File: src/rtl/gpio_irq_pkg.sv
package gpio_irq_pkg;
    localparam int PORT_W = 8;
    localparam int ADDR_W = 8;

    localparam logic [ADDR_W-1:0] ADR_DATA = 8'h00;
    localparam logic [ADDR_W-1:0] ADR_DIR  = 8'h10;
    localparam logic [ADDR_W-1:0] ADR_MODE = 8'h90;
    localparam logic [ADDR_W-1:0] ADR_POL  = 8'h94;
    localparam logic [ADDR_W-1:0] ADR_CLR  = 8'h98;
    localparam logic [ADDR_W-1:0] ADR_EN   = 8'h9C;
    localparam logic [ADDR_W-1:0] ADR_STAT = 8'hA0;
    localparam logic [ADDR_W-1:0] ADR_RAW  = 8'hA4;
    localparam logic [ADDR_W-1:0] ADR_DBEN = 8'hA8;

    typedef struct packed {
        logic [PORT_W-1:0] data;
        logic [PORT_W-1:0] dir;
        logic [PORT_W-1:0] edge_mode;
        logic [PORT_W-1:0] pol_hi;
        logic [PORT_W-1:0] en;
        logic [PORT_W-1:0] dben;
    } cfg_t;
endpackage

File: src/rtl/gpio_irq_sync.sv
module gpio_irq_sync #(
    parameter int W = 8
) (
    input  logic         clk,
    input  logic         rst_n,
    input  logic [W-1:0] d,
    output logic [W-1:0] q
);
    typedef struct packed {
        logic [W-1:0] s1;
        logic [W-1:0] s2;
    } sync_t;

    sync_t st_d, st_q;

    always_comb begin
        st_d    = st_q;
        st_d.s1 = d;
        st_d.s2 = st_q.s1;
    end

    always_ff @(posedge clk) begin
        if (!rst_n) st_q <= '0;
        else        st_q <= st_d;
    end

    assign q = st_q.s2;
endmodule

File: src/rtl/gpio_irq_debounce.sv
module gpio_irq_debounce #(
    parameter int TICKS = 4
) (
    input  logic clk,
    input  logic rst_n,
    input  logic tick,
    input  logic din,
    output logic dout
);
    localparam int CW = (TICKS > 1) ? $clog2(TICKS) : 1;
    localparam logic [CW-1:0] LAST = CW'(TICKS - 1);

    typedef struct packed {
        logic          val;
        logic [CW-1:0] cnt;
    } db_t;

    db_t st_d, st_q;

    always_comb begin
        st_d = st_q;
        if (din == st_q.val) begin
            st_d.cnt = '0;
        end else if (tick) begin
            if (st_q.cnt == LAST) begin
                st_d.val = din;
                st_d.cnt = '0;
            end else begin
                st_d.cnt = st_q.cnt + 1'b1;
            end
        end
    end

    always_ff @(posedge clk) begin
        if (!rst_n) st_q <= '0;
        else        st_q <= st_d;
    end

    assign dout = st_q.val;
endmodule

File: src/rtl/gpio_irq_detect.sv
module gpio_irq_detect #(
    parameter int W = 8
) (
    input  logic         clk,
    input  logic         rst_n,
    input  logic [W-1:0] lvl,
    input  logic [W-1:0] edge_mode,
    input  logic [W-1:0] pol_hi,
    input  logic [W-1:0] clr,
    output logic [W-1:0] evt_set,
    output logic [W-1:0] evt_q,
    output logic [W-1:0] pend
);
    typedef struct packed {
        logic [W-1:0] prev;
        logic [W-1:0] evt;
    } det_t;

    det_t st_d, st_q;
    logic [W-1:0] rise, fall;

    always_comb begin
        rise      = lvl & ~st_q.prev;
        fall      = ~lvl & st_q.prev;
        evt_set   = edge_mode & ((pol_hi & rise) | (~pol_hi & fall));
        st_d      = st_q;
        st_d.prev = lvl;
        st_d.evt  = edge_mode & ((st_q.evt & ~clr) | evt_set);
    end

    always_ff @(posedge clk) begin
        if (!rst_n) st_q <= '0;
        else        st_q <= st_d;
    end

    assign evt_q = st_q.evt;
    assign pend  = (edge_mode & st_q.evt) | (~edge_mode & ~(lvl ^ pol_hi));
endmodule

File: src/rtl/gpio_irq_port.sv
module gpio_irq_port
    import gpio_irq_pkg::*;
#(
    parameter int DB_TICKS = 4
) (
    input  logic              clk,
    input  logic              rst_n,
    input  logic              bus_wr,
    input  logic [ADDR_W-1:0] bus_addr,
    input  logic [PORT_W-1:0] bus_wdata,
    output logic [PORT_W-1:0] bus_rdata,
    input  logic [PORT_W-1:0] pin_in,
    output logic [PORT_W-1:0] pin_out,
    output logic [PORT_W-1:0] pin_oe,
    input  logic              db_tick,
    output logic [PORT_W-1:0] line_irq,
    output logic              irq
);
    cfg_t cfg_d, cfg_q;

    logic [PORT_W-1:0] pin_s;
    logic [PORT_W-1:0] db_q;
    logic [PORT_W-1:0] filt;
    logic [PORT_W-1:0] clr_mask;
    logic [PORT_W-1:0] evt_set;
    logic [PORT_W-1:0] evt_q;
    logic [PORT_W-1:0] pend_raw;

    always_comb begin
        cfg_d = cfg_q;
        if (bus_wr) begin
            case (bus_addr)
                ADR_DATA: cfg_d.data      = bus_wdata;
                ADR_DIR:  cfg_d.dir       = bus_wdata;
                ADR_MODE: cfg_d.edge_mode = bus_wdata;
                ADR_POL:  cfg_d.pol_hi    = bus_wdata;
                ADR_EN:   cfg_d.en        = bus_wdata;
                ADR_DBEN: cfg_d.dben      = bus_wdata;
                default:  ;
            endcase
        end
    end

    always_ff @(posedge clk) begin
        if (!rst_n) cfg_q <= '0;
        else        cfg_q <= cfg_d;
    end

    assign clr_mask = (bus_wr && bus_addr == ADR_CLR) ? bus_wdata : '0;

    gpio_irq_sync #(.W(PORT_W)) u_sync (
        .clk   (clk),
        .rst_n (rst_n),
        .d     (pin_in),
        .q     (pin_s)
    );

    for (genvar g = 0; g < PORT_W; g++) begin : g_db
        gpio_irq_debounce #(.TICKS(DB_TICKS)) u_db (
            .clk   (clk),
            .rst_n (rst_n),
            .tick  (db_tick),
            .din   (pin_s[g]),
            .dout  (db_q[g])
        );
    end

    assign filt = (cfg_q.dben & db_q) | (~cfg_q.dben & pin_s);

    gpio_irq_detect #(.W(PORT_W)) u_det (
        .clk       (clk),
        .rst_n     (rst_n),
        .lvl       (filt),
        .edge_mode (cfg_q.edge_mode),
        .pol_hi    (cfg_q.pol_hi),
        .clr       (clr_mask),
        .evt_set   (evt_set),
        .evt_q     (evt_q),
        .pend      (pend_raw)
    );

    assign line_irq = pend_raw & cfg_q.en;
    assign irq      = |line_irq;
    assign pin_out  = cfg_q.data;
    assign pin_oe   = cfg_q.dir;

    always_comb begin
        case (bus_addr)
            ADR_DATA: bus_rdata = (cfg_q.dir & cfg_q.data) | (~cfg_q.dir & pin_s);
            ADR_DIR:  bus_rdata = cfg_q.dir;
            ADR_MODE: bus_rdata = cfg_q.edge_mode;
            ADR_POL:  bus_rdata = cfg_q.pol_hi;
            ADR_EN:   bus_rdata = cfg_q.en;
            ADR_STAT: bus_rdata = pend_raw & cfg_q.en;
            ADR_RAW:  bus_rdata = pend_raw;
            ADR_DBEN: bus_rdata = cfg_q.dben;
            default:  bus_rdata = '0;
        endcase
    end
endmodule

File: config.mk
export PLATFORM = sky130hd
export DESIGN_NAME = gpio_irq_port
export DESIGN_NICKNAME = d
export VERILOG_FILES = /design/src/rtl/gpio_irq_pkg.sv /design/src/rtl/gpio_irq_sync.sv /design/src/rtl/gpio_irq_debounce.sv /design/src/rtl/gpio_irq_detect.sv /design/src/rtl/gpio_irq_port.sv
export SDC_FILE = /design/constraint.sdc
export NUM_CORES = 1
export LEC_CHECK = 0
export CELL_PAD_IN_SITES_DETAIL_PLACEMENT = 0
export CELL_PAD_IN_SITES_GLOBAL_PLACEMENT = 1
export CORE_MARGIN = 2
export CORE_UTILIZATION = 42
export DETAILED_ROUTE_END_ITERATION = 10
export PLACE_DENSITY_LB_ADDON = 0.1
export SLEW_MARGIN = 40
export SYNTH_ARGS = -nofsm -noshare
export SYNTH_HDL_FRONTEND = slang
export SYNTH_SLANG_ARGS = --single-unit
File: constraint.sdc
create_clock -name clk -period 2.75 [get_ports clk]
set_input_delay 0.4125 -clock clk [delete_from_list [all_inputs] [get_ports clk]]
set_output_delay 0.4125 -clock clk [all_outputs]
set_load 0.005 [all_outputs]
* Word-level counts from Yosys, hierarchy flattened *
Cells that the tools add are included.

word-level totals
  register bits = 104
  input port bits = 28
  output and inout bits = 33

cells by class
  add/subtract/negate cells = 8
  equality and inequality tests = 24
  muxes and demuxes = 10
  bitwise gates (word level) = 37
  reduce and logical (&&, ||, !) cells = 25

operators by type and width
  kind                                                                    number
  8-bit AND                                                               14
  8-bit NOT                                                               8
  8-bit one-hot mux with 8 select lines                                   1
  8-bit equality test (second input constant)                             7
  8-bit OR                                                                5
  3-bit AND reduction                                                     8
  2-bit by 1-bit adder with 2-bit output (second input constant)          8
  2-bit equality test (second input constant)                             8
  2-bit two-way mux                                                       8
  2-bit OR reduction                                                      8
  2-bit AND reduction                                                     6
  1-bit NOT                                                               9
  1-bit equality test                                                     8
  8-bit by 5-bit equality test with 1-bit output (second input constant)  1
  8-bit zero test                                                         1
  8-bit two-way mux                                                       1
  8-bit OR reduction                                                      1
  8-bit XOR                                                               1
  1-bit logical AND                                                       1

* Logic depth before layout (Yosys ltp) *
Gate-level depths: netlist of the first run.

  word-level depth = 10
  mapped depth = 7
  gate-level depth less buffers = 5

* By module *
A second synthesis of the first run with hierarchy kept.

second synthesis, totals
  cell total of the unflattened synthesis = 548
  area total of the unflattened synthesis = 5397.7 um^2

by module, submodules not included
  module             times used  cells an instance  area an instance (um^2)  seq. area each (um^2)
  gpio_irq_port      1           298                2865.2                   960.9
  gpio_irq_debounce  8           14                 147.6                    60.1
  gpio_irq_detect    1           105                904.6                    320.3
  gpio_irq_sync      1           33                 446.7                    320.3

* Least setup slack after synthesis of the first run *
OpenSTA, ideal clock, no wires.

  kind = register -> output
  start = reg cfg_q[7] in the netlist's numbering
  end = out irq
  data arrival time = 1.958 ns
  data required time = 2.338 ns
  path slack = 0.379 ns
  cell stages (with the launch flop) = 6
  cell sequence = dfxtp_1 > mux2i_1 > xor2_1 > o211a_1 > or4_1 > or4_1

on the way
  word-level cells in the longest chain between the ends = 9
  elaborated cells on any way between the ends = 10
  classes of those cells = bitwise (9); reduce/logical (1)

RTL lines
  item                    RTL line               source
  from (decl)             gpio_irq_port.sv:19    cfg_t cfg_d, cfg_q;
  from (signal assigned)  gpio_irq_port.sv:46    else cfg_q <= cfg_d;
  8-bit NOT               gpio_irq_port.sv:68    assign filt = (cfg_q.dben & db_q) | (~cfg_q.dben & pin_s);
  8-bit AND               gpio_irq_port.sv:68
  8-bit OR (*)            gpio_irq_port.sv:68
  8-bit XOR (*)           gpio_irq_detect.sv:37  assign pend = (edge_mode & st_q.evt) | (~edge_mode & ~(lvl ^ pol_hi));
  8-bit NOT (*)           gpio_irq_detect.sv:37
  8-bit AND (*)           gpio_irq_detect.sv:37
  8-bit OR (*)            gpio_irq_detect.sv:37
  8-bit AND (*)           gpio_irq_port.sv:82    assign line_irq = pend_raw & cfg_q.en;
  via line_irq[7]         gpio_irq_port.sv:16    output logic [PORT_W-1:0] line_irq,
  8-bit OR reduction (*)  gpio_irq_port.sv:83    assign irq = |line_irq;
  to (decl)               gpio_irq_port.sv:17    output logic irq

The timed path passes the listed nets; every way through them passes the cells marked *.

* Final worst setup path of the first run *
  start = reg cfg_q[7] in the netlist's numbering
  end = out irq

on the way
  word-level cells in the longest chain between the ends = 9
  elaborated cells on any way between the ends = 10
  classes of those cells = bitwise (9); reduce/logical (1)

RTL lines
  item                    RTL line
  8-bit NOT               gpio_irq_port.sv:68
  8-bit AND               gpio_irq_port.sv:68
  8-bit OR (*)            gpio_irq_port.sv:68
  8-bit XOR (*)           gpio_irq_detect.sv:37
  8-bit NOT (*)           gpio_irq_detect.sv:37
  8-bit AND (*)           gpio_irq_detect.sv:37
  8-bit OR (*)            gpio_irq_detect.sv:37
  8-bit AND (*)           gpio_irq_port.sv:82
  8-bit OR reduction (*)  gpio_irq_port.sv:83

Mark *: on every way between the ends. The rest lies on a longest branch, timed or not.

==> summary.md, run 1 <==
| Metric | Value |
|---|---|
| Outcome | finished, violations left |
| Failing checks | setup timing |
| Synthesized cell area | 5080 um2 |
| Htree depth | 3 |
| Synth Net Count | 652 |
| Pwr Density | 492 nW/um2 |
| Die W | 114 um |
| Via/cell ratio | 5.34 |
| # DRC | 0 |
| Ys Warns | 0 |
| Worst vdd ir | 0.000330 V |
| Final hold violation count | 0 |
| Initial antenna violation count | 0 |
| Relative slew slack | 57.5% |
| Unrepaired setup endpoints after global routing | true |
| Hold WC Path Type | reg2reg |
| GPL Wtd Cong | 0.909 |
| Final Critical Period | 2.76 ns |
| Number of global-route vias before repair | 4388 |
| Final worst slack | -0.00627 ns |
| CTS root buf | clkbuf_16 |
| I/O Pins | 61 |
| Slew Limit Fails | 0 |
| Total Routing Usage GR | 23.0% |
| Clock skew | 0.00486 ns |
| Area Overhead vs Synth | 28.6% |
| WS Path Type | reg2out |
| Final setup viols | 1 |
| Num rows | 40 |
| Filler cell count | 1165 |
| Initial DRC count | 291 |
| Max-Cap Viols | 0 |
| Worst path arrival time | 2.34 ns |
| Setup TNS | -0.00627 ns |
| GRT overflow | 0 |
| Multi-input logic area | 2820 um2 |
| Die area | 13000 um2 |
| FF+latch count, synth | 104 |
| Chip height | 114 um |
| Worst setup SP type | flip-flop |
| Design area | 6540 um2 |
| Leading cell types in the layout, fill and taps excluded | 104 x nand2_1, 103 x dfxtp_1, 53 x buf_4, 48 x clkdlybuf4s50_1, 41 x nor2_1 |
| Dpl hpwl | 10200 um |
| Slew @ Worst Pin | 0.638 ns |
| WL per Instance | 16.9 um |
| Antenna Violating Nets Remaining | 0 |
| Hold wc startpoint | u_sync.st_d[6]$_SDFF_PN0_ |
| Netlist cell types | 50 |
| Register area share after synthesis | 41.0% |
| EDFF count, synth | 0 |
| P_leak | 2.52 nW |
| Worst path required time | 2.34 ns |
| Layout cells sized above 1 | 15.9% |
| R2R depth | 5 |
| CTS tree | yes |
| Cells after Synth | 616 |
| Cts bufs inserted | 9 |
| Clock Sinks | 104 |
| Max FO, Critical Path | 2 |
| R2R Path Start | u_sync.q[1]$_SDFF_PN0_ |
| Reg2reg end | u_det.evt_q[1]$_SDFF_PN0_ |
| Initial core utilization | 42.6% |
| ANT cells | 0 |
| Ys async rst share | 0% |
| Register Area | 2080 um2 |
| Worst-Skew Late Latency | 0.36 ns |
| Core footprint | 11900 um2 |
| IO Port Bufs | 60 |
| Top FF cell, synth | dfxtp_1 |
| Largest net degree at the start of global routing | 61 |
| FF-to-FF setup slack | 1.24 ns |
| Setup crit end kind | primary output |
| Hold path depth | 1 |
| CTS clk-pin slew, worst paths | 0.07 ns |
| First drt pass iteration count | 5 |
| Nets@finish | 735 |
| Final wirelength | 14400 um |
| Most common cell after layout, fill and taps aside | nand2_1 |
| Via count | 4548 |
| WHS Endpoint | u_sync.q[6]$_SDFF_PN0_ |
| Max Freq | 0.363 GHz |
| Avg Cell Area, Syn | 8.25 um2 |
| Tcrit/Tclk final | 100% |
| First-pass GRT wire length | 22800 um |
| Clock buffer depth | 2 |
| Dpl cell area | 6030 um2 |
-- synth_stat cells (all sizes together) (2+ instances only) --
cell type	instances	area, um2
nand3	17	85.1
o22ai	5	31.3
dfxtp	104	2080
and2	22	138
nor2b	25	156
o31a	6	52.6
nor3	13	65.1
xor2	11	96.3
or3b	9	78.8
o2111ai	2	17.5
clkbuf	26	97.6
nand2b	6	37.5
nor2	42	158
a22oi	6	45.0
mux2	4	45.0
ha	8	100
inv	16	60.1
mux2i	25	254
nand3b	9	67.6
or4	2	15.0
o2bb2ai	2	17.5
buf	18	128
a31oi	9	56.3
o21ai	33	165
o221ai	2	17.5
nand2	105	394
a21boi	40	300
a21oi	24	120
and3	6	37.5
and2b	3	23.8
-- cell families after synthesis --
group / share of synthesized area, %
AOI/OAI and AO/OA: 17.4
xor gates and xnor gates: 2.07
adders and majority gates: 1.97
buffers and inverters: 5.62
DFF: 41.0
muxes: 5.89
and+or+nand+nor: 26.1
-- cell type report --
type	count	share of cell area, %
Multi-Input combinational cell	452	43.2
Sequential cell	104	31.9
Timing Repair Buffer	116	16.0
Clock buffer	11	3.87
Tap cell	147	2.81
Clock inverter	5	1.30
Inverter	16	0.919
-- routing by layer --
metal | up-vias | GRT usage [%] | share of wire (%)
met1 | 2164 | 27.5 | 42
met3 | 19 | 5.21 | 5.0
met5 | - | 0 | 0
met2 | 105 | 40.5 | 51
li1 | 2260 | - | -
met4 | 0 | 7.89 | 1.9
-- how the worst max path moves through the flow --
stage / start / to
floorplan: cfg_q[7]$_SDFFE_PN0P_ / irq
global placement: bus_addr[2] / bus_rdata[0]
detailed placement: bus_addr[2] / bus_rdata[0]
CTS: cfg_q[7]$_SDFFE_PN0P_ / irq
global route: cfg_q[7]$_SDFFE_PN0P_ / irq
finish: cfg_q[7]$_SDFFE_PN0P_ / irq
-- critical path, stage by stage (launching register included) --
cell and delay [ns]:
dfxtp_2 0.32, mux2i_1 0.11, buf_4 0.14, xor2_2 0.14, o211a_1 0.24, or4_4 0.50, or4_1 0.40, buf_2 0.14
-- per-stage QoR --
stage	instances	utilization, %	worst slack, ns	hold WS [ns]	total power, mW
5_1_grt	851	54.9	-0.134	0.456	3.34
3_5_place_dp	828	50.6	-0.258	0.418	1.79
2_1_floorplan	616	-	0.379	0.412	1.67
3_3_place_gp	828	50.6	-0.268	0.414	1.78
6_report	851	54.9	-0.00627	0.432	3.21
4_1_cts	849	54.2	-0.0488	0.434	3.25
-- flip-flops by register name, indices dropped and copies added (netlist names) --
name            count
u_det.evt_q         8
pin_oe              8
u_det.st_q          8
cfg_q              32
u_sync.q            8
g_db.u_db.st_q     16
pin_out             8
g_db.u_db.dout      8
u_sync.st_d         8
-- power breakdown --
part / total, mW / switching, mW / internal (mW)
Sequential: 1.53 / 0.0101 / 1.52
Clock: 1.45 / 0.596 / 0.854
Combinational: 0.232 / 0.118 / 0.114
-- what timing repair did --
action                                  in CTS  in global routing
hold buffers                                 0                  0
pin swaps                                    4                  2
hold endpoints to repair                     0                  0
buffers inserted                             5                  2
endpoints found under the setup margin       9                  7
gates resized for setup                     24                 20
Note: power is estimated with default switching activity, not from simulation.
==> run 2: changes to the inputs <==
ABC_AREA = 0   (was not set)
==> results of run 2 <==
Same layout as run 1: the final DEF is identical, and so are final timing and power.
